==> src/rtl/opadd_pkg.sv <==
package opadd_pkg;
  localparam int unsigned INSTR_W  = 32;
  localparam int unsigned BYTE_W   = 8;
  localparam int unsigned NBYTES   = INSTR_W / BYTE_W;
  localparam int unsigned CNT_W    = $clog2(NBYTES);
  localparam int unsigned FIELD_W  = 4;
  localparam int unsigned SRC_A_LSB = 16;
  localparam int unsigned DST_LSB   = 12;
  localparam int unsigned SRC_B_LSB = 0;

  typedef struct packed {
    logic [FIELD_W-1:0] src_a;
    logic [FIELD_W-1:0] src_b;
    logic [FIELD_W-1:0] dst;
  } reg_fields_t;

  function automatic reg_fields_t decode_fields(input logic [INSTR_W-1:0] w);
    reg_fields_t f;
    f.src_a = w[SRC_A_LSB +: FIELD_W];
    f.src_b = w[SRC_B_LSB +: FIELD_W];
    f.dst   = w[DST_LSB   +: FIELD_W];
    return f;
  endfunction
endpackage

==> src/rtl/opadd_ir_assembler.sv <==
module opadd_ir_assembler
  import opadd_pkg::*;
(
  input  logic               clk_i,
  input  logic               rst_ni,
  input  logic [BYTE_W-1:0]  byte_i,
  input  logic               byte_valid_i,
  output logic [INSTR_W-1:0] ir_o,
  output logic [CNT_W-1:0]   cnt_o,
  output logic               exec_o
);
  logic [INSTR_W-1:0] ir_q;
  logic [CNT_W-1:0]   cnt_q;
  logic               exec_q;
  logic               accept;

  // bytes are dropped during the write-back cycle
  assign accept = byte_valid_i && !exec_q;

  for (genvar k = 0; k < NBYTES; k++) begin : g_lane
    always_ff @(posedge clk_i or negedge rst_ni) begin
      if (!rst_ni) begin
        ir_q[k*BYTE_W +: BYTE_W] <= '0;
      end else if (accept && cnt_q == CNT_W'(k)) begin
        ir_q[k*BYTE_W +: BYTE_W] <= byte_i;
      end
    end
  end

  always_ff @(posedge clk_i or negedge rst_ni) begin
    if (!rst_ni) begin
      cnt_q  <= '0;
      exec_q <= 1'b0;
    end else begin
      if (accept) cnt_q <= cnt_q + 1'b1;
      exec_q <= accept && (cnt_q == CNT_W'(NBYTES - 1));
    end
  end

  assign ir_o   = ir_q;
  assign cnt_o  = cnt_q;
  assign exec_o = exec_q;
endmodule

==> src/rtl/opadd_regfile.sv <==
module opadd_regfile #(
  parameter int unsigned DATA_W = 8,
  parameter int unsigned NREG   = 16,
  localparam int unsigned AW    = $clog2(NREG)
) (
  input  logic                   clk_i,
  input  logic                   rst_ni,
  input  logic                   we_i,
  input  logic [AW-1:0]          waddr_i,
  input  logic [DATA_W-1:0]      wdata_i,
  output logic [NREG*DATA_W-1:0] regs_o
);
  for (genvar r = 0; r < NREG; r++) begin : g_reg
    logic [DATA_W-1:0] q;
    always_ff @(posedge clk_i or negedge rst_ni) begin
      if (!rst_ni) begin
        q <= '0;
      end else if (we_i && waddr_i == AW'(r)) begin
        q <= wdata_i;
      end
    end
    assign regs_o[r*DATA_W +: DATA_W] = q;
  end
endmodule

==> src/rtl/opadd_operand_sel.sv <==
module opadd_operand_sel #(
  parameter int unsigned DATA_W = 8,
  parameter int unsigned NREG   = 16,
  localparam int unsigned AW    = $clog2(NREG)
) (
  input  logic [NREG*DATA_W-1:0] regs_i,
  input  logic [AW-1:0]          sel_i,
  output logic [DATA_W-1:0]      operand_o
);
  // one NREG:1 mux per data bit, all sharing sel_i
  for (genvar b = 0; b < DATA_W; b++) begin : g_bit
    logic [NREG-1:0] slice;
    for (genvar r = 0; r < NREG; r++) begin : g_src
      assign slice[r] = regs_i[r*DATA_W + b];
    end
    assign operand_o[b] = slice[sel_i];
  end
endmodule

==> src/rtl/opadd_datapath.sv <==
module opadd_datapath
  import opadd_pkg::*;
#(
  parameter int unsigned DATA_W = 8,
  parameter int unsigned NREG   = 16,
  localparam int unsigned AW    = $clog2(NREG)
) (
  input  logic              clk_i,
  input  logic              rst_ni,
  input  logic [7:0]        byte_i,
  input  logic              byte_valid_i,
  input  logic              sb_we_i,
  input  logic [3:0]        sb_addr_i,
  input  logic [DATA_W-1:0] sb_wdata_i,
  output logic [DATA_W-1:0] sb_rdata_o,
  output logic [DATA_W-1:0] result_o,
  output logic              done_o
);
  logic [INSTR_W-1:0]     ir;
  logic [CNT_W-1:0]       cnt;
  logic                   exec;
  reg_fields_t            fld;
  logic [NREG*DATA_W-1:0] regs;
  logic [DATA_W-1:0]      op_a, op_b, sum;
  logic                   idle;
  logic                   rf_we;
  logic [AW-1:0]          rf_waddr;
  logic [DATA_W-1:0]      rf_wdata;
  logic [DATA_W-1:0]      result_q;
  logic                   done_q;

  opadd_ir_assembler u_ir (
    .clk_i        (clk_i),
    .rst_ni       (rst_ni),
    .byte_i       (byte_i),
    .byte_valid_i (byte_valid_i),
    .ir_o         (ir),
    .cnt_o        (cnt),
    .exec_o       (exec)
  );

  assign fld = decode_fields(ir);

  opadd_operand_sel #(.DATA_W(DATA_W), .NREG(NREG)) u_sel_a (
    .regs_i    (regs),
    .sel_i     (AW'(fld.src_a)),
    .operand_o (op_a)
  );

  opadd_operand_sel #(.DATA_W(DATA_W), .NREG(NREG)) u_sel_b (
    .regs_i    (regs),
    .sel_i     (AW'(fld.src_b)),
    .operand_o (op_b)
  );

  assign sum  = op_a + op_b;
  assign idle = (cnt == '0) && !exec;

  always_comb begin
    if (exec) begin
      rf_we    = 1'b1;
      rf_waddr = AW'(fld.dst);
      rf_wdata = sum;
    end else begin
      rf_we    = sb_we_i && idle;
      rf_waddr = AW'(sb_addr_i);
      rf_wdata = sb_wdata_i;
    end
  end

  opadd_regfile #(.DATA_W(DATA_W), .NREG(NREG)) u_rf (
    .clk_i   (clk_i),
    .rst_ni  (rst_ni),
    .we_i    (rf_we),
    .waddr_i (rf_waddr),
    .wdata_i (rf_wdata),
    .regs_o  (regs)
  );

  opadd_operand_sel #(.DATA_W(DATA_W), .NREG(NREG)) u_sel_sb (
    .regs_i    (regs),
    .sel_i     (AW'(sb_addr_i)),
    .operand_o (sb_rdata_o)
  );

  always_ff @(posedge clk_i or negedge rst_ni) begin
    if (!rst_ni) begin
      result_q <= '0;
      done_q   <= 1'b0;
    end else begin
      done_q <= exec;
      if (exec) result_q <= sum;
    end
  end

  assign result_o = result_q;
  assign done_o   = done_q;
endmodule

==> config.mk <==
export PLATFORM = sky130hd
export DESIGN_NAME = opadd_datapath
export DESIGN_NICKNAME = d
export VERILOG_FILES = /design/src/rtl/opadd_pkg.sv /design/src/rtl/opadd_ir_assembler.sv /design/src/rtl/opadd_regfile.sv /design/src/rtl/opadd_operand_sel.sv /design/src/rtl/opadd_datapath.sv
export SDC_FILE = /design/constraint.sdc
export NUM_CORES = 1
export LEC_CHECK = 0
export BUFFER_PORTS_ARGS = -buffer_cell sky130_fd_sc_hd__buf_2
export CORE_ASPECT_RATIO = 1.75
export CORE_UTILIZATION = 25
export DETAILED_ROUTE_END_ITERATION = 10
export HOLD_SLACK_MARGIN = 0.12
export RECOVER_POWER = 100
export SLEW_MARGIN = 20
export SYNTH_ARGS = -nofsm -noshare
export SYNTH_HDL_FRONTEND = slang
export SYNTH_HIERARCHICAL = 1
export SYNTH_SLANG_ARGS = --single-unit
==> constraint.sdc <==
create_clock -name clk_i -period 3.4 [get_ports clk_i]
set_input_delay 0.17 -clock clk_i [delete_from_list [all_inputs] [get_ports clk_i]]
set_output_delay 0.17 -clock clk_i [all_outputs]
set_load 0.01 [all_outputs]
==> impl_metrics.env, run 1 <==
export IMPL_postSynthAreaPerCell_um2=14.8
export IMPL_start_util=0.255
export IMPL_final_net_count=754
export IMPL_drc=0
export IMPL_hold_slack_ns=0.265
export IMPL_netlist_area_um2=9590
export IMPL_place_congestion=0.851
export IMPL_antenna_diode_count=0
export IMPL_cp_arrival_ns=3.71
export IMPL_die_w_um=150
export IMPL_antenna_found_initial=0
export IMPL_htreeDepth=4
export IMPL_maxSlewViolCount=81
export IMPL_drtAntennaViolNets=0
export IMPL_avgRoutedWirePerCell_um=23.1
export IMPL_reg2reg_depth=11
export IMPL_r2r_end="u_rf/g_reg[5].q[5]$_DFFE_PN0P_"
export IMPL_drt_wl_total_mm=28.0
export IMPL_setup_worst_path_start="u_ir/ir_o[0]$_DFFE_PN0P_"
export IMPL_clockBufferDepth=2
export IMPL_path_class="flop to flop"
export IMPL_firstDrtPassIters=5
export IMPL_clk_latency_ns=0.44
export IMPL_vias=6398
export IMPL_p_leak_nw=4.89
export IMPL_die_y_um=261
export IMPL_clk_pin_slew_ns=0.06
export IMPL_clock_sinks=152
export IMPL_clock_skew_ns=0.0103
export IMPL_grt_max_degree=81
export IMPL_worstSetupEndpointType="flop"
export IMPL_hpwl_mm=20.2
export IMPL_crit_fanout=16
export IMPL_yosys_warnings=6
export IMPL_endpoint="u_rf/g_reg[5].q[5]$_DFFE_PN0P_"
export IMPL_grt_usage=0.147
export IMPL_via_per_inst=5.28
export IMPL_synthCells=647
export IMPL_area_growth_pct=17.4
export IMPL_synth_nets=683
export IMPL_core_area_um2=37600
export IMPL_dp_cells=1162
export IMPL_violations="max-capacitance violations, max-slew violations"
export IMPL_cts_buffers=17
export IMPL_design_power_total_mw=11.3
export IMPL_finalNonFillerCells=1211
export IMPL_drt_initial_drc_count=280
export IMPL_root_buffer="clkbuf_16"
export IMPL_rrSetupSlack_ns=0.07
export IMPL_slew_headroom=-0.422
export IMPL_place_port_buffers=40
export IMPL_status="finished, violations left"
export IMPL_drive_gt1_frac=0.465
export IMPL_overflow=0
export IMPL_fin_crit_ns=3.33
export IMPL_drv_cap=1
export IMPL_num_io_pins=41
export IMPL_cts_tree="yes"
export IMPL_min_period_over_period=0.980
export IMPL_required_ns=3.78
export IMPL_rsz0062_at_grt="yes"
export IMPL_cp_start_kind="flop"
export IMPL_max_slew_worst_pin_slew_ns=2.13
export IMPL_dieArea_um2=39200
export IMPL_num_rows=94
export IMPL_timing_hold_violations_final=0
export IMPL_setup_viol=0
export IMPL_ir_drop_uv=376
export IMPL_r2r_start="u_ir/ir_o[0]$_DFFE_PN0P_"
export IMPL_pwr_density_cell_nw_per_um2=1000
export IMPL_holdCritPathClass="input pin to flop"
export IMPL_grt_pass1_wl_mm=42.0
export IMPL_grt_pass1_vias=6712
export IMPL_fmax_mhz=300
worst min-delay path by stage:
| stage | startpoint | end | slack [ns] | cells past startpoint |
|---|---|---|---|---|
| 2_1_floorplan | rst_ni | done_o$_DFF_PN0_ | -0.13 | 0 |
| 3_3_place_gp | rst_ni | u_rf/g_reg[12].q[5]$_DFFE_PN0P_ | 0.28 | 1 |
| 3_5_place_dp | rst_ni | u_rf/g_reg[12].q[5]$_DFFE_PN0P_ | 0.28 | 1 |
| 4_1_cts | sb_wdata_i[3] | u_rf/g_reg[8].q[3]$_DFFE_PN0P_ | 0.25 | 4 |
| 5_1_grt | sb_wdata_i[3] | u_rf/g_reg[8].q[3]$_DFFE_PN0P_ | 0.28 | 4 |
| 6_report | sb_wdata_i[3] | u_rf/g_reg[8].q[3]$_DFFE_PN0P_ | 0.26 | 4 |
cell type report:
type / instances / area (um^2)
flip-flops and latches: 152 / 3810
clock buffers: 21 / 470
repair buffers: 100 / 795
multi-input cells: 430 / 5400
fillers: 3790 / 26400
clock inverters: 11 / 120
inverters: 17 / 63.8
well taps: 480 / 601
flip-flops by register name, indices dropped and copies added (netlist names):
name         count
done_o           1
result_o         8
u_ir/cnt_o       2
u_ir/exec_o      1
u_ir/ir_o       12
u_rf/g.q       128
power breakdown:
group	switching, mW	leakage, nW	internal (mW)	total, mW
combinational	2.72	2.67	3.20	5.92
sequential	0.817	1.94	2.63	3.44
clock	0.773	0.286	1.14	1.91
total	4.31	4.89	6.96	11.3
worst max-delay path, cell delays in order (launching register included):
cell and delay (ns):
dfrtp_2 0.49, buf_12 0.18, mux4_1 0.61, a22oi_1 0.20
nand2_1 0.10, ha_1 0.31, a211oi_2 0.30, nor2_1 0.12
or4b_4 0.50, o2111ai_2 0.11, buf_12 0.18, mux2_2 0.15
through the flow:
stage	instance area, um^2	setup TNS [ns]	setup WS [ns]	utilization
2_1_floorplan	9590	0	0.169	-
3_3_place_gp	10500	-0.181	-0.0149	0.278
3_5_place_dp	10500	-0.867	-0.0591	0.278
4_1_cts	11200	0	0.0104	0.297
5_1_grt	11300	-0.472	-0.0426	0.299
6_report	11300	0	0.0666	0.299
cells in the final DEF, fill, tap and decap left out, types with 15 or more instances in the layout:
cell type,count
mux4_2,55
clkbuf_1,15
inv_1,16
buf_4,34
mux4_1,41
buf_2,25
nand2_1,33
clkbuf_16,19
a22oi_1,43
mux2_2,134
dfrtp_1,150
repair_timing:
| item | in CTS | in global routing |
|---|---|---|
| gates resized for setup | 3 | 20 |
| buffers inserted | 0 | 5 |
| pin swaps | 1 | 5 |
| cloned | 0 | 2 |
| hold endpoints to repair | 90 | 0 |
| endpoints found under the setup margin | 25 | 80 |
| hold buffers | 10 | 0 |
metal layers:
| layer | GRT usage | part of all wire | up-vias |
|---|---|---|---|
| met1 | 0.143 | 0.33 | 3352 |
| li1 | - | - | 2727 |
| met5 | 0 | 0 | - |
| met3 | 0.0213 | 0.035 | 102 |
| met2 | 0.280 | 0.57 | 217 |
| met4 | 0.104 | 0.069 | 0 |
Power figures use the tool's default switching activity.
==> run 2, diff against run 1 <==
--- a/config.mk
+++ b/config.mk
@@ -14,5 +14,4 @@
 export SLEW_MARGIN = 20
 export SYNTH_ARGS = -nofsm -noshare
 export SYNTH_HDL_FRONTEND = slang
-export SYNTH_HIERARCHICAL = 1
 export SYNTH_SLANG_ARGS = --single-unit
==> run 2 against run 1 <==
- the run ends with max-capacitance violations, max-slew violations, negative setup slack left
- die area is 5.4% lower
- hold slack worse by 0.087 ns
- largest cell class unchanged
- register-to-register slack worse by 0.25 ns
- final area is 3.4% higher
- maximum frequency is 7.1% lower
==> impl_metrics.env, run 2 <==
export IMPL_status="finished, violations left"
export IMPL_violations="max-capacitance violations, max-slew violations, negative setup slack"
export IMPL_cp_start_kind="flop"
export IMPL_postSynthAreaPerCell_um2=12.1
export IMPL_drtAntennaViolNets=0
export IMPL_cts_buffers=17
export IMPL_synth_nets=785
export IMPL_htreeDepth=4
export IMPL_timing_hold_violations_final=0
export IMPL_grt_pass1_wl_mm=46.7
export IMPL_netlist_area_um2=9060
export IMPL_crit_fanout=8
export IMPL_yosys_warnings=0
export IMPL_fmax_mhz=279
export IMPL_regArea_um2=3810
export IMPL_via_per_inst=5.37
export IMPL_die_w_um=146
export IMPL_firstDrtPassIters=7
export IMPL_synthTopCellsByCount="152 x dfrtp_1, 129 x nand2_1, 120 x mux4_2, 75 x o21ai_0, 65 x nor2_1"
export IMPL_root_buffer="clkbuf_16"
export IMPL_rsz0062_at_grt="yes"
export IMPL_final_net_count=905
export IMPL_grt_max_degree=84
export IMPL_place_congestion=0.888
export IMPL_finalWorstSetupSlack_ns=-0.188
export IMPL_largest_reg_flops=128
export IMPL_dieArea_um2=37000
export IMPL_path_class="flop to flop"
export IMPL_holdCritPathClass="input pin to flop"
export IMPL_dp_slack_ns=-0.491
export IMPL_antenna_found_initial=0
export IMPL_grt_usage=0.173
export IMPL_clk_pin_slew_ns=0.06
export IMPL_multi_input_area_um2=5290
export IMPL_grt_pass1_vias=7463
export IMPL_drv_cap=1
export IMPL_drive_gt1_frac=0.416
export IMPL_cts_tree="yes"
export IMPL_dp_cells=1278
export IMPL_fillCellCount=3546
export IMPL_hpwl_mm=22.5
export IMPL_antenna_diode_count=0
export IMPL_p_leak_nw=4.71
export IMPL_vias=7230
export IMPL_avgRoutedWirePerCell_um=23.5
export IMPL_maxSlewViolCount=84
export IMPL_clockBufferDepth=2
export IMPL_core_area_um2=35500
export IMPL_drc=0
export IMPL_clock_sinks=152
export IMPL_num_io_pins=41
export IMPL_regMostFlops="u_rf.g.q"
export IMPL_fin_crit_ns=3.59
export IMPL_min_period_over_period=1.06
export IMPL_overflow=0
export IMPL_synth_most_common_cell="dfrtp_1"
export IMPL_synthArstFlopShare=1.00
export IMPL_pwr_density_cell_nw_per_um2=1280
export IMPL_setup_viol=48
export IMPL_synth_largest_area_cell="dfrtp_1"
export IMPL_drt_initial_drc_count=611
export IMPL_clk_latency_ns=0.44
export IMPL_area_growth_pct=28.5
export IMPL_num_rows=91
export IMPL_slew_headroom=-0.415
export IMPL_yosysTopAreaCellShare=0.420
export IMPL_ys_top_cells_by_area="dfrtp_1 42%, mux4_2 30%, nand2_1 5.3%"
export IMPL_synth_yosys_seq_area_share=0.420
export IMPL_drt_wl_total_mm=31.7
export IMPL_cp_arrival_ns=3.94
export IMPL_final_cell_mix="150 x dfrtp_1, 129 x nand2_1, 120 x mux4_2"
export IMPL_worstSetupEndpointType="flop"
export IMPL_max_slew_worst_pin_slew_ns=2.12
export IMPL_synth_cell_type_count=41
export IMPL_finalNonFillerCells=1347
export IMPL_synth_seq_cells=152
export IMPL_start_util=0.255
export IMPL_synthCells=749
export IMPL_final_common_cell="dfrtp_1"
export IMPL_required_ns=3.75
export IMPL_die_y_um=254
export IMPL_synth_top_flop_cell="dfrtp_1"
export IMPL_clock_skew_ns=0.0100
export IMPL_ir_drop_uv=802
export IMPL_place_port_buffers=40
export IMPL_synth_edf_count=0
run 2: report_power, final:
group / internal, mW / total, mW / switching (mW)
sequential: 2.66 / 3.64 / 0.974
combinational: 5.16 / 9.34 / 4.18
clock: 1.10 / 1.90 / 0.798
run 2: layer usage:
metal | global-route usage | wire [um]
met2 | 0.309 | 16800
met5 | 0 | 0
met1 | 0.174 | 10600
met3 | 0.0323 | 1600
met4 | 0.146 | 2660
run 2: cells by family after synthesis:
group                      after synthesis  synth area share
adders and majority gates               12            0.0174
AOI/OAI and AO/OA                      160             0.111
xor gates and xnor gates                 6           0.00580
muxes                                  143             0.326
DFF                                    152             0.420
and+or+nand+nor                        204            0.0877
buffers and inverters                   72            0.0325
run 2: cell type report:
type,instances,area share
Multi-Input combinational cell,527,0.455
Sequential cell,152,0.327
Clock buffer,21,0.0387
Clock inverter,11,0.0105
Timing Repair Buffer,161,0.116
Tap cell,465,0.0500
Inverter,10,0.00322
run 2: worst max-delay path, cell delays in order, from the launching register on:
cell	delay, ns
dfrtp_2	0.41
buf_12	0.14
mux4_2	0.49
mux4_2	0.51
ha_4	0.19
fa_2	0.38
a21o_1	0.20
a21oi_2	0.16
buf_4	0.14
o21bai_2	0.06
a21oi_2	0.15
buf_6	0.14
mux2_4	0.36
a31oi_1	0.16
run 2: per-stage QoR:
step | utilization | power (mW) | hold WS [ns] | cell area, um^2 | TNS (ns)
2_1_floorplan | - | 8.31 | -0.126 | 9220 | -0.802
3_3_place_gp | 0.293 | 10.9 | 0.287 | 10400 | -17.11
3_5_place_dp | 0.293 | 11.1 | 0.305 | 10400 | -18.94
4_1_cts | 0.316 | 13.3 | 0.138 | 11200 | -2.49
5_1_grt | 0.328 | 15.6 | 0.171 | 11600 | -7.86
6_report | 0.328 | 14.9 | 0.177 | 11600 | -3.39
run 2: final timing paths:
| kind | startpoint | endpoint | slack (ns) | depth (start not counted) |
|---|---|---|---|---|
| worst max-delay path | u_ir.ir_o[16]$_DFFE_PN0P_ | u_rf.g_reg[3].q[6]$_DFFE_PN0P_ | -0.19 | 13 |
| worst min register to register | result_o[2]$_DFFE_PN0P_ | result_o[2]$_DFFE_PN0P_ | 0.49 | 1 |
| min in group asynchronous | rst_ni | u_rf.g_reg[4].q[0]$_DFFE_PN0P_ | 0.87 | 2 |
| worst min-delay path | sb_wdata_i[4] | u_rf.g_reg[2].q[4]$_DFFE_PN0P_ | 0.18 | 3 |
| worst max register to register | u_ir.ir_o[16]$_DFFE_PN0P_ | u_rf.g_reg[3].q[6]$_DFFE_PN0P_ | -0.19 | 13 |
| max in group asynchronous | rst_ni | u_rf.g_reg[5].q[2]$_DFFE_PN0P_ | 0.68 | 3 |
run 2: repair_timing:
item / CTS / global route
resized for setup: 10 / 76
pin swaps: 3 / 23
setup endpoints to repair: 83 / 80
hold buffers: 9 / 0
hold endpoints to repair: 93 / 0
gates cloned: 1 / 5
setup buffers: 4 / 20
==> run 3, diff against run 2 <==
--- a/config.mk
+++ b/config.mk
@@ -5,7 +5,7 @@
 export SDC_FILE = /design/constraint.sdc
 export NUM_CORES = 1
 export LEC_CHECK = 0
-export BUFFER_PORTS_ARGS = -buffer_cell sky130_fd_sc_hd__buf_2
+export BUFFER_PORTS_ARGS = -buffer_cell sky130_fd_sc_hd__buf_4
 export CORE_ASPECT_RATIO = 1.75
 export CORE_UTILIZATION = 25
 export DETAILED_ROUTE_END_ITERATION = 10
==> run 3 against run 2 <==
- global-route usage is 0.26 points lower
- die area did not move
- clock power up 9%
- count of clock-buffer cells in the layout is the same
- critical endpoint is now u_rf.g_reg[13].q[2]$_DFFE_PN0P_
- maximum frequency increased by 2.5%
- the flow still finishes with violations (max-capacitance violations, max-slew violations, negative setup slack)
- critical path depth fell by 2
- first-iteration DRC count increased by 5.1%
- power is 3.9% lower
- core utilization is 0.49 points lower
- critical path type unchanged
- hold slack got worse by 0.012 ns
- flip-flop and latch count did not move
- combinational power shrank 8.4%
==> impl_metrics.env, run 3 (synthesis gave the netlist of run 2 again) <==
export IMPL_drt_initial_drc_count=642
export IMPL_num_io_pins=41
export IMPL_via_per_inst=5.28
export IMPL_min_from="sb_wdata_i[3]"
export IMPL_regMostFlops="u_rf.g.q"
export IMPL_cpPeakStageDelay_ns=0.53
export IMPL_finalInstanceArea_um2=11500
export IMPL_maxSlewViolCount=75
export IMPL_fillCellCount=3540
export IMPL_hpwl_mm=21.4
export IMPL_root_buffer="clkbuf_16"
export IMPL_reg2reg_depth=11
export IMPL_cp_arrival_ns=3.79
export IMPL_r2r_start="u_ir.ir_o[16]$_DFFE_PN0P_"
export IMPL_crit_fanout=16
export IMPL_finalWorstSetupSlack_ns=-0.102
export IMPL_holdCritPathClass="input pin to flop"
export IMPL_regArea_um2=3810
export IMPL_start_util=0.255
export IMPL_min_path_cells=4
export IMPL_path_cells="mux4_2 -> mux4_2 -> ha_4 -> fa_2 -> buf_4 -> xnor2_1 -> buf_4 -> nand2_1 -> o21ai_0 -> buf_12 -> o21ai_0"
export IMPL_final_net_count=882
export IMPL_ir_drop_uv=742
export IMPL_antenna_diode_count=0
export IMPL_avgRoutedWirePerCell_um=22.7
export IMPL_grt_max_degree=75
export IMPL_num_rows=91
export IMPL_cts_buffers=17
export IMPL_fin_crit_ns=3.50
export IMPL_pwr_density_cell_nw_per_um2=1250
export IMPL_violations="max-capacitance violations, max-slew violations, negative setup slack"
export IMPL_min_period_over_period=1.03
export IMPL_die_w_um=146
export IMPL_place_congestion=0.883
export IMPL_grt_usage=0.170
export IMPL_grt_pass1_wl_mm=46.0
export IMPL_dp_slack_ns=-0.512
export IMPL_required_ns=3.69
export IMPL_slew_headroom=-0.279
export IMPL_largest_reg_flops=128
export IMPL_dieArea_um2=37000
export IMPL_placed_area_um2=10400
export IMPL_overflow=0
export IMPL_htreeDepth=4
export IMPL_antenna_found_initial=0
export IMPL_clockBufferDepth=2
export IMPL_p_leak_nw=4.64
export IMPL_clock_skew_ns=0.0111
export IMPL_whs_endpoint="u_rf.g_reg[4].q[3]$_DFFE_PN0P_"
export IMPL_drive_gt1_frac=0.368
export IMPL_cts_tree="yes"
export IMPL_final_common_cell="dfrtp_1"
export IMPL_setup_viol=68
export IMPL_drv_cap=1
export IMPL_drt_wl_total_mm=30.0
export IMPL_die_y_um=254
export IMPL_rsz0062_at_grt="yes"
export IMPL_core_area_um2=35500
export IMPL_clk_pin_slew_ns=0.06
export IMPL_design_power_total_mw=14.3
export IMPL_worst_path_max_delay_cell="mux4_2"
export IMPL_clk_latency_ns=0.44
export IMPL_clock_sinks=152
export IMPL_timing_hold_violations_final=0
export IMPL_fin_util=0.323
export IMPL_drtAntennaViolNets=0
export IMPL_area_growth_pct=26.6
export IMPL_rrSetupSlack_ns=-0.10
export IMPL_drc=0
export IMPL_grt_pass1_vias=7277
export IMPL_worstSetupEndpointType="flop"
export IMPL_place_port_buffers=40
export IMPL_status="finished, violations left"
export IMPL_r2r_end="u_rf.g_reg[13].q[2]$_DFFE_PN0P_"
export IMPL_path_class="flop to flop"
export IMPL_fmax_mhz=286
export IMPL_final_cell_mix="150 x dfrtp_1, 129 x nand2_1, 120 x mux4_2"
export IMPL_max_slew_worst_pin_slew_ns=1.92
export IMPL_cp_start_kind="flop"
export IMPL_vias=6977
export IMPL_multi_input_area_um2=5190
export IMPL_firstDrtPassIters=7
run 3: how the worst max path moves through the flow:
stage | to | start | cells past startpoint | slack (ns)
after floorplan | u_rf.g_reg[14].q[6]$_DFFE_PN0P_ | u_ir.ir_o[16]$_DFFE_PN0P_ | 14 | -0.07
after global placement | u_rf.g_reg[0].q[4]$_DFFE_PN0P_ | u_ir.ir_o[16]$_DFFE_PN0P_ | 10 | -0.43
after detailed placement | u_rf.g_reg[2].q[4]$_DFFE_PN0P_ | u_ir.ir_o[16]$_DFFE_PN0P_ | 10 | -0.51
after CTS | u_rf.g_reg[4].q[6]$_DFFE_PN0P_ | u_ir.ir_o[16]$_DFFE_PN0P_ | 11 | -0.11
after global routing | u_rf.g_reg[4].q[6]$_DFFE_PN0P_ | u_ir.ir_o[16]$_DFFE_PN0P_ | 11 | -0.23
final | u_rf.g_reg[13].q[2]$_DFFE_PN0P_ | u_ir.ir_o[16]$_DFFE_PN0P_ | 11 | -0.10
run 3: layout make-up:
type	count	area share
flip-flops and latches	152	0.332
clock inverters	9	0.0151
repair buffers	138	0.106
clock buffers	21	0.0402
well taps	465	0.0507
inverters	10	0.00327
multi-input cells	527	0.452
run 3: what timing repair did:
item                       in CTS  in global routing
gates resized for setup        19                 38
pin swaps                       3                  6
setup endpoints to repair     105                 85
hold buffers                   10                  0
gates cloned                    4                  0
setup buffers                  12                 10
hold endpoints to repair       86                  0
run 3: per-stage QoR:
step,instances,setup TNS [ns],hold slack (ns)
global placement,1259,-15.47,0.238
finish,1322,-3.71,0.166
global route,1322,-13.73,0.192
detailed placement,1259,-20.45,0.230
CTS,1315,-2.89,0.184
floorplan,749,-0.802,-0.126
run 3: worst max-delay path: cells and delay by family (launching register included):
kind | cells | cell delay, ns
multiplexers | 2 | 1.05
adder cells (fa/ha/maj) | 2 | 0.55
flip-flops | 1 | 0.52
buffers and inverters | 3 | 0.52
XOR/XNOR | 1 | 0.36
AO/OA/AOI/OAI | 2 | 0.28
AND/OR/NAND/NOR | 1 | 0.05
run 3: power breakdown:
part	switching [mW]	internal [mW]	total (mW)
clock network	0.756	1.33	2.08
registers	0.991	2.67	3.66
logic	3.87	4.69	8.56
run 3: routing by layer:
layer,up-vias,track usage,wire length [um]
met3,113,0.0276,1430
li1,3037,-,-
met2,276,0.300,15700
met5,-,0,0
met1,3551,0.177,10400
met4,0,0.146,2470
